===== src/rtl/i2s_slot_tx_pkg.sv =====
package i2s_slot_tx_pkg;
  localparam int WORD_W = 32;

  // half-frame progress: SKIP = one-bit delay fall pending, LOAD = next fall loads
  typedef enum logic [1:0] {
    PH_RUN  = 2'd0,
    PH_LOAD = 2'd1,
    PH_SKIP = 2'd2
  } phase_t;
endpackage


===== src/rtl/i2s_slot_tx_sync.sv =====
module i2s_slot_tx_sync #(
  parameter int STAGES = 2
) (
  input  logic clk,
  input  logic rst_n,
  input  logic bclk_in,
  input  logic fsync_in,
  output logic rise_ev,
  output logic fall_ev,
  output logic fs_lvl
);
  logic [STAGES-1:0] b_sh;
  logic [STAGES-1:0] f_sh;
  logic              b_prev;

  always_ff @(posedge clk) begin
    if (!rst_n) begin
      b_sh   <= '0;
      f_sh   <= '1;
      b_prev <= 1'b0;
    end else begin
      b_sh   <= {b_sh[STAGES-2:0], bclk_in};
      f_sh   <= {f_sh[STAGES-2:0], fsync_in};
      b_prev <= b_sh[STAGES-1];
    end
  end

  // frame sync travels through the same depth as the bit clock
  assign rise_ev = b_sh[STAGES-1] & ~b_prev;
  assign fall_ev = ~b_sh[STAGES-1] & b_prev;
  assign fs_lvl  = f_sh[STAGES-1];
endmodule


===== src/rtl/i2s_slot_tx_fsgen.sv =====
module i2s_slot_tx_fsgen #(
  parameter int FLEN_W = 12
) (
  input  logic              clk,
  input  logic              rst_n,
  input  logic              en,
  input  logic              bit_tick,
  input  logic [FLEN_W-1:0] frame_len,
  output logic              fs,
  output logic              rise_ev,
  output logic              fall_ev
);
  logic [FLEN_W-1:0] hc;
  logic [FLEN_W-1:0] half;
  logic [FLEN_W:0]   hc_inc;
  logic              reach;
  logic              fs_q;
  logic              t1;
  logic              t2;

  assign half   = frame_len >> 1;
  assign hc_inc = {1'b0, hc} + {{FLEN_W{1'b0}}, 1'b1};
  assign reach  = hc_inc >= {1'b0, half};

  always_ff @(posedge clk) begin
    if (!rst_n) begin
      hc   <= '1;
      fs_q <= 1'b1;
      t1   <= 1'b0;
      t2   <= 1'b0;
    end else begin
      if (en && bit_tick) begin
        if (reach) begin
          hc   <= '0;
          fs_q <= ~fs_q;
        end else begin
          hc <= hc_inc[FLEN_W-1:0];
        end
      end
      t1 <= en & bit_tick;
      t2 <= t1;
    end
  end

  // rise is seen one clock after the tick so the new sync level is visible
  assign fs      = fs_q;
  assign rise_ev = t1;
  assign fall_ev = t2;
endmodule


===== src/rtl/i2s_slot_tx_ser.sv =====
module i2s_slot_tx_ser
  import i2s_slot_tx_pkg::*;
#(
  parameter  int MAX_SLOTS = 4,
  localparam int CNT_W     = $clog2(MAX_SLOTS + 1),
  localparam int SR_W      = MAX_SLOTS * WORD_W,
  localparam int NW        = $clog2(SR_W + 2) + 1
) (
  input  logic             clk,
  input  logic             rst_n,
  input  logic             rise_ev,
  input  logic             fall_ev,
  input  logic             fs_lvl,
  input  logic             chk_en,
  input  logic             zero_out,
  input  logic             words_valid,
  input  logic [SR_W-1:0]  left_words,
  input  logic [SR_W-1:0]  right_words,
  input  logic [CNT_W-1:0] left_cnt,
  input  logic [CNT_W-1:0] right_cnt,
  output logic             sdout,
  output logic             words_ready,
  output logic             sync_err
);
  localparam logic [NW-1:0] SENT_MAX = NW'(SR_W);

  phase_t           ph;
  logic             fs_last;
  logic             side;
  logic             loaded;
  logic             sd_q;
  logic             rdy_q;
  logic             err_q;
  logic [SR_W-1:0]  sr;
  logic [SR_W-1:0]  stream;
  logic [SR_W-1:0]  words_sel;
  logic [CNT_W-1:0] cnt_sel;
  logic [NW-1:0]    sent;
  logic [NW-1:0]    need;
  logic [NW-1:0]    need_new;
  logic             start;

  assign cnt_sel   = side ? right_cnt : left_cnt;
  assign words_sel = side ? right_words : left_words;
  assign need_new  = NW'(cnt_sel) * NW'(WORD_W);
  assign start     = rise_ev && (fs_lvl != fs_last);

  // pack the active slots MSB-first, slot 0 leading; the rest stays zero
  always_comb begin
    stream = '0;
    if (words_valid) begin
      for (int i = 0; i < MAX_SLOTS; i++) begin
        if (CNT_W'(i) < cnt_sel)
          stream[SR_W-1-i*WORD_W -: WORD_W] = words_sel[i*WORD_W +: WORD_W];
      end
    end
  end

  always_ff @(posedge clk) begin
    if (!rst_n) begin
      ph      <= PH_RUN;
      fs_last <= 1'b1;
      side    <= 1'b0;
      loaded  <= 1'b0;
      sd_q    <= 1'b0;
      rdy_q   <= 1'b0;
      err_q   <= 1'b0;
      sr      <= '0;
      sent    <= '0;
      need    <= '0;
    end else begin
      rdy_q <= 1'b0;
      if (start) begin
        fs_last <= fs_lvl;
        side    <= fs_lvl;
        ph      <= PH_SKIP;
        // the delay fall still belongs to the old half, hence the +1
        if (chk_en && loaded && ((sent + NW'(1)) < need))
          err_q <= 1'b1;
      end
      if (fall_ev) begin
        if (ph == PH_LOAD) begin
          sr     <= stream << 1;
          sd_q   <= stream[SR_W-1];
          need   <= need_new;
          sent   <= NW'(1);
          loaded <= 1'b1;
          rdy_q  <= 1'b1;
          ph     <= PH_RUN;
        end else begin
          sd_q <= sr[SR_W-1];
          sr   <= sr << 1;
          if (sent != SENT_MAX)
            sent <= sent + NW'(1);
          if (ph == PH_SKIP)
            ph <= PH_LOAD;
        end
      end
      if (zero_out)
        sd_q <= 1'b0;
    end
  end

  assign sdout       = sd_q;
  assign words_ready = rdy_q;
  assign sync_err    = err_q;
endmodule


===== src/rtl/i2s_slot_tx.sv =====
module i2s_slot_tx
  import i2s_slot_tx_pkg::*;
#(
  parameter  int MAX_SLOTS   = 4,
  parameter  int FLEN_W      = 12,
  parameter  int SYNC_STAGES = 2,
  localparam int CNT_W       = $clog2(MAX_SLOTS + 1),
  localparam int SR_W        = MAX_SLOTS * WORD_W,
  localparam int CMPW        = FLEN_W + CNT_W + $clog2(WORD_W) + 1
) (
  input  logic              clk,
  input  logic              rst_n,
  input  logic              ctrl_mode,
  input  logic              bclk_in,
  input  logic              fsync_in,
  input  logic              bit_tick,
  input  logic [FLEN_W-1:0] frame_len,
  input  logic [CNT_W-1:0]  left_cnt,
  input  logic [CNT_W-1:0]  right_cnt,
  input  logic [SR_W-1:0]   left_words,
  input  logic [SR_W-1:0]   right_words,
  input  logic              words_valid,
  output logic              words_ready,
  output logic              sdout,
  output logic              fsync_out,
  output logic              sync_err,
  output logic              cfg_err
);
  logic             t_rise, t_fall, t_fs;
  logic             g_rise, g_fall, g_fs;
  logic             rise_ev, fall_ev, fs_lvl;
  logic [CNT_W-1:0] lc, rc;
  logic [FLEN_W-1:0] half_len;
  logic             cfg_next;
  logic             cfg_q;

  i2s_slot_tx_sync #(.STAGES(SYNC_STAGES)) u_sync (
    .clk      (clk),
    .rst_n    (rst_n),
    .bclk_in  (bclk_in),
    .fsync_in (fsync_in),
    .rise_ev  (t_rise),
    .fall_ev  (t_fall),
    .fs_lvl   (t_fs)
  );

  i2s_slot_tx_fsgen #(.FLEN_W(FLEN_W)) u_fsgen (
    .clk       (clk),
    .rst_n     (rst_n),
    .en        (ctrl_mode),
    .bit_tick  (bit_tick),
    .frame_len (frame_len),
    .fs        (g_fs),
    .rise_ev   (g_rise),
    .fall_ev   (g_fall)
  );

  assign rise_ev = ctrl_mode ? g_rise : t_rise;
  assign fall_ev = ctrl_mode ? g_fall : t_fall;
  assign fs_lvl  = ctrl_mode ? g_fs   : t_fs;

  assign lc = (left_cnt  > CNT_W'(MAX_SLOTS)) ? CNT_W'(MAX_SLOTS) : left_cnt;
  assign rc = (right_cnt > CNT_W'(MAX_SLOTS)) ? CNT_W'(MAX_SLOTS) : right_cnt;

  assign half_len = frame_len >> 1;
  assign cfg_next = ctrl_mode &&
                    ((CMPW'(half_len) < CMPW'(lc) * CMPW'(WORD_W)) ||
                     (CMPW'(half_len) < CMPW'(rc) * CMPW'(WORD_W)));

  always_ff @(posedge clk) begin
    if (!rst_n) cfg_q <= 1'b0;
    else        cfg_q <= cfg_next;
  end

  i2s_slot_tx_ser #(.MAX_SLOTS(MAX_SLOTS)) u_ser (
    .clk         (clk),
    .rst_n       (rst_n),
    .rise_ev     (rise_ev),
    .fall_ev     (fall_ev),
    .fs_lvl      (fs_lvl),
    .chk_en      (~ctrl_mode),
    .zero_out    (ctrl_mode & cfg_q),
    .words_valid (words_valid),
    .left_words  (left_words),
    .right_words (right_words),
    .left_cnt    (lc),
    .right_cnt   (rc),
    .sdout       (sdout),
    .words_ready (words_ready),
    .sync_err    (sync_err)
  );

  assign fsync_out = g_fs;
  assign cfg_err   = cfg_q;
endmodule


===== config.mk =====
export PLATFORM = sky130hd
export DESIGN_NAME = i2s_slot_tx
export DESIGN_NICKNAME = d
export VERILOG_FILES = /design/src/rtl/i2s_slot_tx_pkg.sv /design/src/rtl/i2s_slot_tx_sync.sv /design/src/rtl/i2s_slot_tx_fsgen.sv /design/src/rtl/i2s_slot_tx_ser.sv /design/src/rtl/i2s_slot_tx.sv
export SDC_FILE = /design/constraint.sdc
export NUM_CORES = 1
export LEC_CHECK = 0
export CAP_MARGIN = 10
export CORE_AREA = 2 2 119 121
export DETAILED_ROUTE_END_ITERATION = 10
export DIE_AREA = 0 0 121 123
export DONT_BUFFER_PORTS = 1
export PLACE_DENSITY = 0.91
export SETUP_SLACK_MARGIN = 0.05
export SYNTH_ARGS = -nofsm -noshare
export SYNTH_HDL_FRONTEND = slang
export SYNTH_SLANG_ARGS = --single-unit

===== constraint.sdc =====
create_clock -name clk -period 4.1 [get_ports clk]
set_input_delay 0.615 -clock clk [delete_from_list [all_inputs] [get_ports clk]]
set_output_delay 0.615 -clock clk [all_outputs]
set_load 0.01 [all_outputs]

==> Word-level counts from Yosys, hierarchy flattened <==
Cells that the tools add are included.
Widths: inputs -> output; s select.
{ "word_totals": {"reg_bits": 169, "latchBits": 0, "ram_bits": 0, "mem_bits_ro": 0, "input_bits": 281, "elab_cells": 78, "mem_count": 0} }
{ "op_classes": {"addsub": 2, "n_mul": 0, "div": 0, "order_cmp": 10, "n_eq_ne": 4, "n_shift": 0, "n_mux": 22, "bitwise_logic": 9, "n_reduce_logical": 13} }
{ "op_table": {"columns": ["op", "n"], "rows": [
  ["$mux 128", 3],
  ["$mux 32", 4],
  ["$lt 11x8->1", 2],
  ["$mux 9", 2],
  ["$add 12x1->13 const B", 1],
  ["$ge 13x11->1", 1],
  ["$mux 12", 1],
  ["$reduce_and 2->1", 5],
  ["$add 9x1->9 const B", 1],
  ["$lt 9x8->1", 1],
  ["$mux 3", 3],
  ["$ne 9x8->1 const B", 1],
  ["$mux 2", 4],
  ["$gt 3x3->1 const B", 2],
  ["$lt 1x3->1 const A", 2],
  ["$lt 2x3->1 const A", 2],
  ["$logic_and 1x1->1", 5],
  ["$mux 1", 5],
  ["$not 1->1", 5],
  ["$and 1x1->1", 4],
  ["$eq 2x1->1 const B", 1],
  ["$eq 2x2->1 const B", 1],
  ["$reduce_bool 2->1", 1],
  ["$reduce_or 2->1", 1],
  ["other kinds (2)", 2]
]} }

==> Longest topological paths before layout <==
{ "logic_depth": {"word_depth": 8, "depth_mapped": 12, "depth_no_buf": 12} }

==> Modules after synthesis <==
From an unflattened synthesis, not the netlist that was laid out.
{ "hier_totals": {"cells_unflattened": 1029, "hier_area_um2": 9494.1} }
{ "modules_own_cells": {"columns": ["mod", "instances", "cells_each", "area_each_um2", "seq_area_each_um2"], "rows": [
  ["i2s_slot_tx_ser", 1, 855, 8027.7, 2942.8],
  ["i2s_slot_tx_fsgen", 1, 133, 1093.5, 300.3],
  ["i2s_slot_tx", 1, 29, 229.0, 20.0],
  ["i2s_slot_tx_sync", 1, 12, 143.9, 100.1]
]} }

==> Least setup slack after synthesis <==
Ideal clock, no wire load.
{ "synth_path": {"kind": "register to register", "start": "reg u_fsgen.hc[0]", "end": "reg u_fsgen.fs_q, in the netlist u_fsgen.fs", "t_arrival_ns": 2.585, "path_slack_ns": 1.394, "stages_incl_launch_ff": 13, "synth_period_minus_slack_ns": 2.706, "cell_sequence": "dfxtp_1 > ha_1 > nand3_1 > nor2_1 > nand3_1 > xor2_1 > inv_1 > ha_1 > a21oi_1 > nand3_1 > mux2i_1 > a31oi_1 > mux2_2"} }
{ "synth_between": {"elab_chain_cells": 3} }
{ "synth_lines": {"columns": ["element", "line_no", "source"], "rows": [
  ["from (decl)", "i2s_slot_tx_fsgen.sv:13", "logic [FLEN_W-1:0] hc;"],
  ["from (signal assigned)", "i2s_slot_tx_fsgen.sv:37", "hc <= hc_inc[FLEN_W-1:0];"],
  ["$add 12x1->13", "i2s_slot_tx_fsgen.sv:22", "assign hc_inc = {1'b0, hc} + {{FLEN_W{1'b0}}, 1'b1};"],
  ["$ge 13x11->1", "i2s_slot_tx_fsgen.sv:23", "assign reach = hc_inc >= {1'b0, half};"],
  ["$reduce_and 2->1 (no source line)", null, null],
  ["to (signal assigned)", "i2s_slot_tx_fsgen.sv:35", "fs_q <= ~fs_q;"],
  ["to (decl)", "i2s_slot_tx_fsgen.sv:17", "logic fs_q;"]
]} }
No other way between the ends.
A chain may end at the register's enable or synchronous reset.

==> Worst setup path in the final report <==
{ "layout_path": {"start": "reg u_fsgen.hc[0]", "end": "reg u_fsgen.hc[2]"} }
{ "layout_between": {"elab_chain_cells": 3} }
{ "layout_lines": {"columns": ["element", "line_no", "source"], "rows": [
  ["$add 12x1->13 *", "i2s_slot_tx_fsgen.sv:22", null],
  ["$ge 13x11->1", "i2s_slot_tx_fsgen.sv:23", null],
  ["$mux 12 *", "i2s_slot_tx_fsgen.sv:33", "if (reach) begin"]
]} }
Every way passes the cells marked *; elsewhere a longest branch is shown, timed or not.

==> metrics.txt <==
# TYPE chip_impl_metric gauge
chip_impl_info{name="outcome",value="completed"} 1
chip_impl_metric{name="async_flop_share",unit=""} 0
chip_impl_info{name="setup_repair_after_global_routing_missed_its_margin",value="false"} 1
chip_impl_metric{name="worstPathRequired",unit="ns"} 4.43
chip_impl_metric{name="slew_violations",unit=""} 0
chip_impl_metric{name="fp.dieW",unit="um"} 121
chip_impl_info{name="tritoncts_clock_tree",value="yes"} 1
chip_impl_metric{name="detailedPlacementHpwl",unit="mm"} 14.6
chip_impl_info{name="clockRootBuffer",value="clkbuf_16"} 1
chip_impl_metric{name="placer_s_final_routability_congestion_estimate",unit=""} 0.910
chip_impl_metric{name="layout.area.seq",unit="um^2"} 3370
chip_impl_metric{name="p_leak",unit="nW"} 3.38
chip_impl_metric{name="die_height",unit="um"} 123
chip_impl_info{name="synth_flop_cell",value="dfxtp_1"} 1
chip_impl_metric{name="hold_violations",unit=""} 0
chip_impl_metric{name="synth_edf_count",unit=""} 0
chip_impl_metric{name="cts-hold-fix-buffers",unit=""} 0
chip_impl_info{name="layout_common_cells",value="dfxtp_1, nor2_1, mux2_2, a221oi_1, nor3_1"} 1
chip_impl_metric{name="cts_max_path_buffers",unit=""} 2
chip_impl_metric{name="maxSlewHeadroom",unit=""} 0.381
chip_impl_metric{name="synth_cells",unit=""} 1022
chip_impl_metric{name="layout.nets",unit=""} 1261
chip_impl_metric{name="finalPower",unit="W"} 0.00370
chip_impl_info{name="crit_path_end_kind",value="flop"} 1
chip_impl_metric{name="final_cell_area",unit="um^2"} 9720
chip_impl_metric{name="combined_area_of_the_multi_input_logic_cells",unit="um^2"} 5330
chip_impl_metric{name="power_per_cell_area",unit="nW/um^2"} 381
chip_impl_metric{name="max_freq",unit="MHz"} 288
chip_impl_metric{name="rows",unit=""} 43
chip_impl_metric{name="clkSinkCount",unit=""} 168
chip_impl_metric{name="seq_area_frac_synth",unit=""} 0.366
chip_impl_metric{name="initial_core_util",unit=""} 0.674
chip_impl_metric{name="clk-insertion-delay-late",unit="ns"} 0.42
chip_impl_metric{name="global_route.overflow_total",unit=""} 0
chip_impl_info{name="min_path_type",value="in2reg"} 1
chip_impl_metric{name="mappedNetlistNets",unit=""} 1323
chip_impl_metric{name="layout.filler_cells",unit=""} 1015
chip_impl_metric{name="post_synth.cell_area_avg",unit="um^2"} 8.98
chip_impl_metric{name="fp.coreArea",unit="um^2"} 13600
chip_impl_metric{name="maximum_fanout_count_along_the_critical_path",unit=""} 7
chip_impl_metric{name="routed_wire_length_per_instance",unit="um"} 18.8
chip_impl_metric{name="detailedRoute.firstPassIterationCount",unit=""} 5
chip_impl_info{name="startpoint_type_of_the_worst_setup_path",value="flop"} 1
chip_impl_metric{name="wl",unit="mm"} 21.7
chip_impl_info{name="criticalPathCategory",value="reg2reg"} 1
chip_impl_metric{name="number_of_cts_inserted_buffers",unit=""} 17
chip_impl_metric{name="grt_pass1_vias",unit=""} 6956
chip_impl_metric{name="drc",unit=""} 0
chip_impl_metric{name="fraction_of_layout_instances_using_a_drive_strength_above_1",unit=""} 0.222
chip_impl_metric{name="min_period",unit="ns"} 3.47
chip_impl_metric{name="clk_pin_slew",unit="ns"} 0.06
chip_impl_metric{name="floorplan.die_area",unit="um^2"} 14900
chip_impl_metric{name="grt_max_degree",unit=""} 80
chip_impl_metric{name="wp_data_arrival",unit="ns"} 3.80
chip_impl_metric{name="final.period_utilization",unit=""} 0.846
chip_impl_metric{name="pin_count",unit=""} 286
chip_impl_metric{name="place_area",unit="um^2"} 9150
chip_impl_metric{name="fin_setup_tns",unit="ns"} 0
chip_impl_metric{name="grt_usage",unit=""} 0.276
chip_impl_metric{name="vias_per_cell",unit=""} 6.66
chip_impl_metric{name="cts_post_setup_buffers_inserted",unit=""} 0
chip_impl_info{name="final_common_cell",value="dfxtp_1"} 1
chip_impl_metric{name="initial_antenna_violation_count",unit=""} 0
chip_impl_metric{name="first_iter_violations",unit=""} 650
chip_impl_metric{name="cap_violations",unit=""} 0
chip_impl_metric{name="finClkSkew",unit="ns"} 0.00867
chip_impl_metric{name="cts.repair.resized",unit=""} 0
chip_impl_metric{name="synthDistinctLibCells",unit=""} 56
chip_impl_metric{name="cts_htree_levels",unit=""} 4
chip_impl_metric{name="timing_worst_slew_pin_value",unit="ns"} 0.928
chip_impl_metric{name="yosys_warnings",unit=""} 0
chip_impl_metric{name="synth-seq-cells",unit=""} 168
chip_impl_metric{name="timing.final.setup_violations",unit=""} 0
chip_impl_metric{name="synth_cell_area",unit="um^2"} 9180
chip_impl_metric{name="antenna_cells_inserted",unit=""} 0
chip_impl_metric{name="postRouteAntennaNets",unit=""} 0
chip_impl_metric{name="port-buffer-count",unit=""} 0
chip_impl_metric{name="peak_supply_drop",unit="V"} 0.000329
chip_impl_metric{name="syn_to_final_growth",unit="%"} 5.89
chip_impl_metric{name="num_vias",unit=""} 7679
chip_impl_metric{name="grt_first_pass_wirelength",unit="mm"} 33.3
[critical path, stage by stage, from the launching register on]
cell and delay [ns]:
dfxtp_1 0.42, ha_1 0.28, nand3_1 0.22, nor2_1 0.27, nand3_1 0.12, xor2_1 0.21
inv_1 0.07, ha_1 0.31, a21oi_1 0.20, nand3_1 0.09, mux2i_1 0.47, nand4b_1 0.41
o221ai_1 0.31
[cell families after synthesis]
group / share of synthesized area
mux: 0.162
buf+inv: 0.0551
fa+ha+maj: 0.0273
compound gates: 0.168
simple gates: 0.208
xor+xnor: 0.0134
flops: 0.366
[synth_stat cells (2+ instances only)]
library cell,count,area (um^2)
dfxtp_1,168,3360
nor2_1,149,559
mux2_2,130,1460
a221oi_1,127,1110
nor3_1,108,541
clkbuf_1,67,251
nor3_2,29,290
inv_1,28,105
a21oi_1,26,130
buf_2,20,100
ha_1,20,250
nand2_1,20,75.1
nand3_1,15,75.1
o21ai_0,14,70.1
xor2_1,8,70.1
and2_1,7,43.8
buf_1,7,26.3
and3_1,6,37.5
nand2b_1,6,37.5
xnor2_1,6,52.6
nand4_1,5,31.3
nor2b_1,5,31.3
a211oi_1,3,22.5
a31oi_1,3,18.8
buf_4,3,22.5
nor3b_1,3,22.5
o2111ai_1,3,26.3
a41oi_1,2,17.5
and4_1,2,17.5
mux2i_1,2,20.0
nand4b_1,2,17.5
nor3b_2,2,25.0
o311a_1,2,20.0
or3b_2,2,17.5
[routing by layer]
layer	routed length, um	global-route usage	vias to the layer above
met2	11000	0.472	334
met4	342	0.0741	0
met3	1320	0.0627	31
met5	0	0	-
li1	-	-	3688
met1	9090	0.351	3626
[area by class of cell]
cell class	count	share of cell area
multi-input cells	729	0.548
flip-flops and latches	168	0.346
clock buffers	25	0.0489
well taps	180	0.0232
repair buffers	16	0.0124
inverters	28	0.0111
clock inverters	7	0.00965
[flip-flops by register name, summed over array words and instances (netlist names)]
name	count
u_fsgen.fall_ev	1
cfg_err	1
u_ser.sr	127
u_ser.need	3
u_ser.loaded	1
u_ser.sdout	1
u_ser.sync_err	1
u_ser.sent	9
u_sync.b_prev	1
u_sync.b_sh	2
u_fsgen.fs	1
u_ser.side	1
u_ser.fs_last	1
u_fsgen.hc	12
u_ser.ph	2
u_sync.f_sh	2
u_fsgen.rise_ev	1
u_ser.words_ready	1
[final timing paths]
check / slack, ns / end / cells past startpoint / start
worst max register to register: 0.63 / u_fsgen.hc[2] / 12 / u_fsgen.hc[0]
worst min-delay path: 0.27 / u_fsgen.hc[11] / 1 / rst_n
worst min register to register: 0.43 / u_sync.f_sh[1] / 1 / u_sync.f_sh[0]
worst max-delay path: 0.63 / u_fsgen.hc[2] / 12 / u_fsgen.hc[0]
[power by group]
part           internal [W]  switching [W]
Clock              0.000929       0.000622
Combinational      0.000178       0.000234
Sequential          0.00169      0.0000437
[through the flow]
| step | setup slack, ns | cells | hold slack, ns | util |
|---|---|---|---|---|
| finish | 0.631 | 1153 | 0.265 | 0.714 |
| detailed placement | 0.811 | 1121 | 0.401 | 0.672 |
| floorplan | 1.39 | 1022 | 0.386 | - |
| CTS | 0.670 | 1153 | 0.251 | 0.714 |
| global route | 0.399 | 1153 | 0.247 | 0.714 |
| global placement | 0.936 | 1121 | 0.392 | 0.672 |
Note: power is estimated with default switching activity, not from simulation.
